===== config.mk =====
export PLATFORM = sky130hd
export DESIGN_NAME = quizBuzzer
export DESIGN_NICKNAME = d
export VERILOG_FILES = /design/src/rtl/quizPkg.sv /design/src/rtl/quizDebounce.sv /design/src/rtl/quizCtrl.sv /design/src/rtl/quizData.sv /design/src/rtl/quizBuzzer.sv
export SDC_FILE = /design/constraint.sdc
export NUM_CORES = 1
export LEC_CHECK = 0
export BUFFER_PORTS_ARGS = -buffer_cell sky130_fd_sc_hd__buf_4
export CAP_MARGIN = 20
export CORE_MARGIN = 2
export CORE_UTILIZATION = 45
export CTS_BUF_LIST = sky130_fd_sc_hd__clkbuf_4 sky130_fd_sc_hd__clkbuf_8
export DETAILED_ROUTE_END_ITERATION = 8
export GPL_ROUTABILITY_DRIVEN = 0
export SYNTH_ARGS = -nofsm -noshare
export SYNTH_HDL_FRONTEND = slang
export SYNTH_SLANG_ARGS = --single-unit

===== constraint.sdc =====
create_clock -name clk -period 2.8 [get_ports clk]
set_input_delay 0.14 -clock clk [delete_from_list [all_inputs] [get_ports clk]]
set_output_delay 0.14 -clock clk [all_outputs]
set_load 0.1 [all_outputs]

===== src/rtl/quizPkg.sv =====
package quizPkg;
  localparam int PLAYERS = 3;
  localparam int SCORE_MAX = 9;
  localparam int COUNT_START = 10;

  typedef logic [1:0] playerNum_t;

  typedef struct packed {
    logic       win;
    playerNum_t who;
    logic       secTick;
    logic       endRound;
  } quizStrobe_t;
endpackage


===== src/rtl/quizDebounce.sv =====
module quizDebounce #(
  parameter int DEB_CYCLES = 500000
) (
  input  logic clk,
  input  logic rst,
  input  logic btnN,
  output logic pressPulse
);
  localparam int CW = $clog2(DEB_CYCLES + 1);
  localparam logic [CW-1:0] LIMIT = CW'(DEB_CYCLES - 1);

  logic syncA, syncB, levelQ;
  logic [CW-1:0] holdCnt;

  always_ff @(posedge clk) begin
    if (rst) begin
      syncA <= 1'b0;
      syncB <= 1'b0;
      levelQ <= 1'b0;
      holdCnt <= '0;
      pressPulse <= 1'b0;
    end else begin
      syncA <= ~btnN;
      syncB <= syncA;
      pressPulse <= 1'b0;
      if (syncB != levelQ) begin
        if (holdCnt == LIMIT) begin
          levelQ <= syncB;
          holdCnt <= '0;
          pressPulse <= syncB;
        end else begin
          holdCnt <= holdCnt + 1'b1;
        end
      end else begin
        holdCnt <= '0;
      end
    end
  end

  // a press is only reported once the new level has been accepted
  a_r10_press_after_hold: assert property (@(posedge clk) disable iff (rst)
    pressPulse |-> levelQ);
endmodule


===== src/rtl/quizCtrl.sv =====
module quizCtrl
  import quizPkg::*;
#(
  parameter int CLK_HZ  = 50000000,
  parameter int TONE_HZ = 100
) (
  input  logic               clk,
  input  logic               rst,
  input  logic               startSw,
  input  logic [PLAYERS-1:0] press,
  input  logic               lastSec,
  output quizStrobe_t        str,
  output logic               tone
);
  localparam int HALF_SEC = CLK_HZ / 2;
  localparam int TONE_RAW = CLK_HZ / (2 * TONE_HZ);
  localparam int TONE_HALF = (TONE_RAW < 1) ? 1 : TONE_RAW;
  localparam int TW = $clog2(CLK_HZ);
  localparam int LW = $clog2(HALF_SEC + 1);
  localparam int HW = $clog2(TONE_HALF + 1);
  localparam logic [TW-1:0] TICK_LAST = TW'(CLK_HZ - 1);
  localparam logic [HW-1:0] HALF_LAST = HW'(TONE_HALF - 1);

  typedef enum logic {IDLE, LOCKED} state_t;

  state_t state;
  logic startA, startS;
  logic [TW-1:0] tickCnt;
  logic [LW-1:0] toneLeft;
  logic [HW-1:0] halfCnt;

  always_comb begin
    str = '0;
    if (press[0])      str.who = 2'd1;
    else if (press[1]) str.who = 2'd2;
    else               str.who = 2'd3;
    if (state == IDLE && startS && (|press)) str.win = 1'b1;
    if (state == LOCKED && tickCnt == TICK_LAST) begin
      str.secTick = 1'b1;
      str.endRound = lastSec;
    end
  end

  always_ff @(posedge clk) begin
    if (rst) begin
      state <= IDLE;
      startA <= 1'b0;
      startS <= 1'b0;
      tickCnt <= '0;
      toneLeft <= '0;
      halfCnt <= '0;
      tone <= 1'b0;
    end else begin
      startA <= startSw;
      startS <= startA;
      if (str.win) begin
        state <= LOCKED;
        tickCnt <= '0;
      end else if (state == LOCKED) begin
        tickCnt <= (tickCnt == TICK_LAST) ? '0 : tickCnt + 1'b1;
        if (str.endRound) state <= IDLE;
      end
      if (str.win) begin
        toneLeft <= LW'(HALF_SEC);
        halfCnt <= '0;
        tone <= 1'b1;
      end else if (toneLeft != '0) begin
        toneLeft <= toneLeft - 1'b1;
        if (toneLeft == LW'(1)) begin
          tone <= 1'b0;
        end else if (halfCnt == HALF_LAST) begin
          halfCnt <= '0;
          tone <= ~tone;
        end else begin
          halfCnt <= halfCnt + 1'b1;
        end
      end else begin
        tone <= 1'b0;
      end
    end
  end

  // no round may open while answering is closed
  a_r1_closed_no_win: assert property (@(posedge clk) disable iff (rst)
    !startS |-> !str.win);
  // a locked round cannot be won again
  a_r3_locked_no_win: assert property (@(posedge clk) disable iff (rst)
    (state == LOCKED) |-> !str.win);
  // tone is silent once its window has run out
  a_r6_tone_quiet: assert property (@(posedge clk) disable iff (rst)
    (toneLeft == '0 && !str.win) |=> !tone);
endmodule


===== src/rtl/quizData.sv =====
module quizData
  import quizPkg::*;
(
  input  logic        clk,
  input  logic        rst,
  input  quizStrobe_t str,
  output playerNum_t  winnerNum,
  output logic [3:0]  scoreQ [PLAYERS],
  output logic [3:0]  countQ,
  output logic        lastSec
);
  assign lastSec = (countQ == 4'd1);

  always_ff @(posedge clk) begin
    if (rst) begin
      winnerNum <= '0;
      countQ <= '0;
    end else begin
      if (str.win) begin
        winnerNum <= str.who;
        countQ <= 4'(COUNT_START);
      end else if (str.secTick && countQ != '0) begin
        countQ <= countQ - 4'd1;
      end
      if (str.endRound) winnerNum <= '0;
    end
  end

  for (genvar i = 0; i < PLAYERS; i++) begin : g_score
    always_ff @(posedge clk) begin
      if (rst) begin
        scoreQ[i] <= '0;
      end else if (str.win && str.who == 2'(i + 1) && scoreQ[i] != 4'(SCORE_MAX)) begin
        scoreQ[i] <= scoreQ[i] + 4'd1;
      end
    end

    // a full score never wraps
    a_r5_no_wrap: assert property (@(posedge clk) disable iff (rst)
      (scoreQ[i] == 4'(SCORE_MAX)) |=> (scoreQ[i] == 4'(SCORE_MAX)));
  end

  // a locked winner is held until the round ends
  a_r3_winner_held: assert property (@(posedge clk) disable iff (rst)
    (winnerNum != '0 && !str.endRound) |=> $stable(winnerNum));
  // countdown stays within its range
  a_r7_count_range: assert property (@(posedge clk) disable iff (rst)
    countQ <= 4'(COUNT_START));
  // the round ends with the countdown at zero and no winner
  a_r8_end_clear: assert property (@(posedge clk) disable iff (rst)
    str.endRound |=> (countQ == '0 && winnerNum == '0));
endmodule


===== src/rtl/quizBuzzer.sv =====
module quizBuzzer
  import quizPkg::*;
#(
  parameter int CLK_HZ     = 50000000,
  parameter int TONE_HZ    = 100,
  parameter int DEB_CYCLES = 500000
) (
  input  logic       clk,
  input  logic       rstSw,
  input  logic       startSw,
  input  logic [2:0] btnN,
  output logic [1:0] winnerNum,
  output logic [3:0] scoreP1,
  output logic [3:0] scoreP2,
  output logic [3:0] scoreP3,
  output logic [3:0] cntTens,
  output logic [3:0] cntOnes,
  output logic       tone
);
  logic [PLAYERS-1:0] press;
  quizStrobe_t str;
  logic lastSec;
  logic [3:0] scoreQ [PLAYERS];
  logic [3:0] countQ;

  for (genvar i = 0; i < PLAYERS; i++) begin : g_btn
    quizDebounce #(.DEB_CYCLES(DEB_CYCLES)) u_deb (
      .clk(clk), .rst(rstSw), .btnN(btnN[i]), .pressPulse(press[i]));
  end

  quizCtrl #(.CLK_HZ(CLK_HZ), .TONE_HZ(TONE_HZ)) u_ctrl (
    .clk(clk), .rst(rstSw), .startSw(startSw), .press(press),
    .lastSec(lastSec), .str(str), .tone(tone));

  quizData u_data (
    .clk(clk), .rst(rstSw), .str(str), .winnerNum(winnerNum),
    .scoreQ(scoreQ), .countQ(countQ), .lastSec(lastSec));

  assign scoreP1 = scoreQ[0];
  assign scoreP2 = scoreQ[1];
  assign scoreP3 = scoreQ[2];
  assign cntTens = (countQ == 4'(COUNT_START)) ? 4'd1 : 4'd0;
  assign cntOnes = (countQ == 4'(COUNT_START)) ? 4'd0 : countQ;
endmodule


==> results of run 1 <==
==> layer usage <==
| metal | share of wire [%] | track usage (%) | vias up |
|---|---|---|---|
| met2 | 47 | 29.71 | 86 |
| met5 | 0 | 0 | - |
| li1 | - | - | 3044 |
| met3 | 3.6 | 4.398 | 14 |
| met4 | 0.95 | 6.522 | 0 |
| met1 | 49 | 21.97 | 2838 |
==> flip-flops by register name (all words and copies together), names as in the netlist <==
signal,flops
u_ctrl.startS,1
u_ctrl.halfCnt,18
g_btn.u_deb.syncA,3
g_btn.u_deb.pressPulse,3
u_ctrl.tickCnt,26
g_btn.u_deb.syncB,3
u_ctrl.toneLeft,25
u_data.scoreQ,12
u_data.countQ,4
u_ctrl.state,1
u_data.winnerNum,2
u_ctrl.startA,1
g_btn.u_deb.levelQ,3
g_btn.u_deb.holdCnt,57
u_ctrl.tone,1
==> cell type report <==
| class | count | area, um2 |
|---|---|---|
| flip-flops and latches | 160 | 3203 |
| repair buffers | 45 | 360.3 |
| well taps | 216 | 270.3 |
| clock buffers | 22 | 296.5 |
| inverters | 23 | 86.33 |
| fillers | 1479 | 7666 |
| multi-input cells | 640 | 3871 |
| clock inverters | 10 | 131.4 |
==> worst min path at each step <==
stage	from	to	depth (start not counted)
finish	rstSw	g_btn[0].u_deb.levelQ	2
global route	rstSw	u_data.scoreQ[4]	2
CTS	rstSw	u_data.scoreQ[2]	2
global placement	btnN[2]	g_btn[2].u_deb.syncA	2
detailed placement	btnN[2]	g_btn[2].u_deb.syncA	2
floorplan	btnN[0]	g_btn[0].u_deb.syncA	1
==> synth_stat cells, drive strengths merged, types with 3 or more instances <==
library cell    n
xnor2          53
a31oi          15
nand3b          4
o31ai          10
nand2b          5
nor4           27
a211oi          4
nor4b           9
mux2i           7
nand2          59
o21ai          17
nor3           30
a21oi          19
o211ai          4
or4            13
xor2           47
dfxtp         160
clkbuf         24
nand4          25
nor2b           8
buf             7
ha             17
o21a            3
and2            4
or3            25
and4            7
nor2          149
nor3b           3
inv            23
and3           13
nand3          38
or2             6
==> cell families (layout without fill, tap and decap cells) <==
group                      count (synthesis)  after routing  synth area share (%)
buffers and inverters                     54            100                 3.155
AOI/OAI and AO/OA                         85             85                 7.390
adders and majority gates                 17             17                 2.915
xor gates and xnor gates                 100            100                 12.00
and+or+nand+nor                          428            428                 29.63
DFF                                      160            160                 43.90
other                                      1              3               0.05139
muxes                                      7              7                0.9603
==> power breakdown <==
part | internal (mW) | switching [mW] | total [mW]
clock | 0.982 | 0.826 | 1.81
sequential | 2.42 | 0.167 | 2.59
combinational | 0.589 | 0.942 | 1.53
total | 4.00 | 1.93 | 5.93
==> per-stage QoR <==
| stage | hold slack [ps] | total power, mW | utilization, % | setup WS [ps] | cells |
|---|---|---|---|---|---|
| 3_3_place_gp | 308.4 | 4.091 | 48.79 | 407.8 | 1080 |
| 5_1_grt | 40.40 | 6.271 | 51.74 | 249.2 | 1116 |
| 3_5_place_dp | 308.3 | 4.134 | 48.79 | 360.3 | 1080 |
| 2_1_floorplan | 206.7 | 3.714 | - | 121.3 | 854 |
| 4_1_cts | 31.12 | 5.966 | 51.74 | 356.3 | 1116 |
| 6_report | 59.39 | 5.931 | 51.74 | 350.8 | 1116 |
==> timing repair <==
| item | 4_1_cts | 5_1_grt |
|---|---|---|
| endpoints found under the hold margin | 4 | 0 |
| hold buffers | 4 | 0 |
| setup endpoints to repair | 0 | 0 |
==> run metrics, run 1 <==
pin count of the biggest net entering global routing 30; DRT iter0 DRCs 274; worst r2r src u_ctrl.toneLeft[4]; vias in the first global route between 5,000 and 6,000; most common cell after layout, fill and taps aside dfxtp_1; final setup TNS 0 ps; cts bufs inserted 17; share of cells above drive strength 1 9.222%; RSZ-0062 raised after global routing no; status completed; nets@finish between 900 and 1,000; Total Wirelength 14.85 mm; Placed Area 7751 um2; Rel. slew slack 49.79%; Die Area 17,250 um2; Worst-Margin Slew approximately 750 ps; CP max stage cell or4_4; layout overhead on the synthesized area 12.64%; FF+latch count, synth 160; Core ar. 15,890 um2; CTS tree yes; Synth area leader dfxtp_1; MaxCap Viol Count 0; Routed WL per cell 13.31 um; ys async rst share 0%; CTS resizes 0; Antenna Nets Post-Route 0; required time of the critical path 3180 ps; cell count after synthesis between 800 and 900; Vias/cell 5.360; Die Width about 130 um; synthesized area ~7300 um2; clock sinks 160; Peak VDD IR 0.4931 mV; top cells by area, synth dfxtp_1, nor2_1, xnor2_1; crit path max fanout 11; Antenna diodes 0; Post-synth EDFFs 0; crit-path leading delay family simple AND/OR/NAND/NOR gates; final instance area 8219 um2; Tmin final 2449 ps; startpoint types flop; Hold Fails Final Rpt 0; Rows 46; fin. max-slew vios 0; IO Count 29; first-pass GRT wire length 25.58 mm; DRC 0; commonest non-fill, non-tap cells in the layout dfxtp_1, nor2_1, nand2_1; crit path from u_ctrl.toneLeft[4]; WP depth 5; Distinct cells, synth 52; GRT overflow 0; final worst path period share ~87%; Worst Setup EP u_ctrl.toneLeft[21]; setup bufs post-CTS 0; top cell type's share of synthesized area 43.90%; post-DP HPWL ~10 mm; Top FF cell, synth dfxtp_1; warnings from Yosys 0; worst-path cell chain or4_4 > or3_4 > or3_1 > or4_1 > a31oi_1; Avg Cell Area, Syn 8.565 um2; Reg2Reg Setup Slack 350 ps; Vias 5,982; final setup fails 0; H-tree depth 4; I/O Buffers 25; Initial Util 45.94%; critical path class flop to flop; class of the tightest hold or removal check primary input to flop; CTS Root Cell clkbuf_8; Setup Skew 8.530 ps; global router's overall resource usage approximately 18%; clk_lat worst skew around 450 ps; crit end category flop; die height 131.3 um; Clock transition at path regs ~80 ps; power per cell area 721.6 nW/um2; Worst EP arrival roughly 2800 ps; DR pass1 iterations 4; Max Freq a little over 400 MHz; CP peak stage delay 580 ps; clk buf depth 2; initial antenna violation count 0; WP buf/inv 0; R2R depth 5; sequential share of the synthesized area 43.90%; Worst R2R End u_ctrl.toneLeft[21]; Leakage 2.809 nW
No activity file was read; power rests on OpenSTA's default activity.
==> inputs of run 2 (changes only) <==
--- a/config.mk
+++ b/config.mk
@@ -7,11 +7,12 @@
 export LEC_CHECK = 0
 export BUFFER_PORTS_ARGS = -buffer_cell sky130_fd_sc_hd__buf_4
 export CAP_MARGIN = 20
-export CORE_MARGIN = 2
-export CORE_UTILIZATION = 45
+export CORE_MARGIN = 5
+export CORE_UTILIZATION = 50
 export CTS_BUF_LIST = sky130_fd_sc_hd__clkbuf_4 sky130_fd_sc_hd__clkbuf_8
 export DETAILED_ROUTE_END_ITERATION = 8
 export GPL_ROUTABILITY_DRIVEN = 0
+export PLACE_DENSITY = 0.67
 export SYNTH_ARGS = -nofsm -noshare
 export SYNTH_HDL_FRONTEND = slang
 export SYNTH_SLANG_ARGS = --single-unit
==> run 2 against run 1 <==
Sequential power barely moved. Largest cell class unchanged. Highest routed layer unchanged. Critical path depth did not move. Setup slack got worse by 15 ps.
==> run metrics, run 2 (synthesized netlist as in run 1, its figures left out) <==
Sw Ratio 35.55% (+2.9 points); I/O Buffers 25 (unchanged); final worst path period share 88.02% (+0.55 points); fin. max-slew vios 0 (unchanged); Sw Pwr 2.003 mW (+3.5%); DRT iter0 DRCs 311 (+14%); clk buf depth 2 (unchanged); GR peak layer met2; Tmin final 2465 ps (+15.43 ps); crit-path leading delay family simple AND/OR/NAND/NOR gates; Core ar. 14,420 um2 (-9.2%); layout overhead on the synthesized area 10.58%; share of cells above drive strength 1 8.613% (-0.61 points); status completed; power per cell area 698.2 nW/um2 (-3.2%); Max Freq 405.7 MHz (-0.63%); Rel. slew slack 49.66% (-0.14 points); met3 GRT Util 4.675% (+0.28 points); M2 GR Usage 29.75% (+0.043 points); CP max stage cell or4_4; DR pass1 iterations 5 (+1); CTS resizes 0 (unchanged); most common cell after layout, fill and taps aside dfxtp_1; Vias 5,965 (-0.28%); setup bufs post-CTS 0 (unchanged); clk_lat worst skew 460 ps (about the same); global router's overall resource usage 18.19% (+0.52 points); Leakage 2.735 nW (-2.6%); class of the tightest hold or removal check primary input to flop; Clock transition at path regs 90 ps (about the same); post-DP HPWL 10.24 mm (-2.1%); Initial Util 50.59% (+4.7 points); grt met1 use 23.25% (+1.3 points); Routed WL per cell 13.56 um (+1.9%); final instance area 8069 um2 (-1.8%); Multi-input gate area 3871 um2 (unchanged); MaxCap Viol Count 0 (unchanged); GRT overflow 0 (unchanged); Hold Fails Final Rpt 0 (unchanged); final setup fails 0 (unchanged); startpoint types flop; Total Wirelength 14.62 mm (-1.6%); Rows 44 (-4.3%); power share of the combinational group 25.7% (about the same); Worst-Margin Slew 748.2 ps (+2.011 ps); Vias/cell 5.533 (+3.2%); Die Area 17,110 um2 (-0.81%); placed insts 1,042 (-3.5%); IO Count 29 (unchanged); initial antenna violation count 0 (unchanged); cts bufs inserted 17 (unchanged); Setup Skew 11.01 ps (+2.481 ps); Reg area 3203 um2 (unchanged); Reg power frac 46.0% (+2.3 points); Peak VDD IR 0.3907 mV (-21%); vias in the first global route 5,804 (+2.1%); nets@finish 904 (-0.66%); Die Width 130.8 um (-0.41%); CTS Root Cell clkbuf_8; DRC 0 (unchanged); commonest non-fill, non-tap cells in the layout dfxtp_1, nor2_1, nand2_1; max reg flops 57 (unchanged); H-tree depth 4 (unchanged); Largest Register g_btn.u_deb.holdCnt; CP peak stage delay 570 ps (about the same); Non-Filler Instances 1,078 (-3.4%); die height 130.8 um (-0.41%); total internal power 3.631 mW (-9.1%); critical path class flop to flop; largest registers g_btn.u_deb.holdCnt x57, u_ctrl.tickCnt x26, u_ctrl.toneLeft x25; RSZ-0062 raised after global routing no; crit end category flop; final setup TNS 0 ps (unchanged); WP buf/inv 0 (unchanged); hold buffer count at CTS 4 (unchanged); clock power share 28.3% (-2.2 points); crit path max fanout 11 (unchanged); required time of the critical path 3180 ps (about the same); Antenna diodes 0 (unchanged); Antenna Nets Post-Route 0 (unchanged); worst-path cell chain or4_4 > or3_4 > or3_1 > or4_1 > a31oi_1; CTS tree yes; pin count of the biggest net entering global routing 52 (+73%); Layout fillers 1,313 (-11%); first-pass GRT wire length 25.54 mm (-0.14%); Placed Area 7654 um2 (-1.3%); clock sinks 160 (unchanged); Worst EP arrival 2840 ps (about the same)
[run 2: path summary, 6_finish.rpt]
path	from	endpoint	slack, ps	cells past startpoint
setup / recovery	u_ctrl.toneLeft[4]	u_ctrl.toneLeft[22]	340	5
hold / removal	rstSw	u_data.scoreQ[9]	140	2
setup reg to reg	u_ctrl.toneLeft[4]	u_ctrl.toneLeft[22]	340	5
hold reg to reg	g_btn[2].u_deb.syncA	g_btn[2].u_deb.syncB	450	1
[run 2: power by group through the flow]
| stage | Clock (mW) | Sequential [mW] | Combinational, mW |
|---|---|---|---|
| 6_report | 1.60 | 2.59 | 1.45 |
| 5_1_grt | 1.76 | 2.61 | 1.61 |
| 4_1_cts | 1.65 | 2.59 | 1.43 |
| 3_5_place_dp | 0 | 2.64 | 1.42 |
| 3_3_place_gp | 0 | 2.62 | 1.38 |
| 2_1_floorplan | 0 | 2.59 | 1.12 |
[run 2: layer usage]
layer	wire (um)	vias up	share of wire (%)
met5	0	-	0
met4	237	0	1.6
met3	601	20	4.1
met2	6817	109	47
met1	6963	2790	48
li1	-	3046	-
[run 2: cell type report]
type                            instances  area share, %
Clock buffer                           18          3.070
Clock inverter                         14          1.582
Inverter                               23          1.070
Multi-Input combinational cell        640          47.98
Sequential cell                       160          39.70
Tap cell                              184          2.853
Timing Repair Buffer                   39          3.753
[run 2: worst register-to-register path, cell delays in order, from the launching register on]
cell and delay (ps):
dfxtp_1 380, or4_4 570, or3_4 410, or3_1 440
or4_1 420, a31oi_1 180
[run 2: through the flow]
| step | total power, mW | hold WS (ps) | util, % | worst slack (ps) |
|---|---|---|---|---|
| detailed placement | 4.055 | 294.5 | 53.06 | 347.0 |
| global placement | 4.002 | 293.8 | 53.06 | 424.0 |
| global route | 5.979 | 147.1 | 55.94 | 222.4 |
| floorplan | 3.714 | 206.7 | - | 121.3 |
| CTS | 5.672 | 117.6 | 55.94 | 325.9 |
| finish | 5.634 | 135.9 | 55.94 | 335.4 |
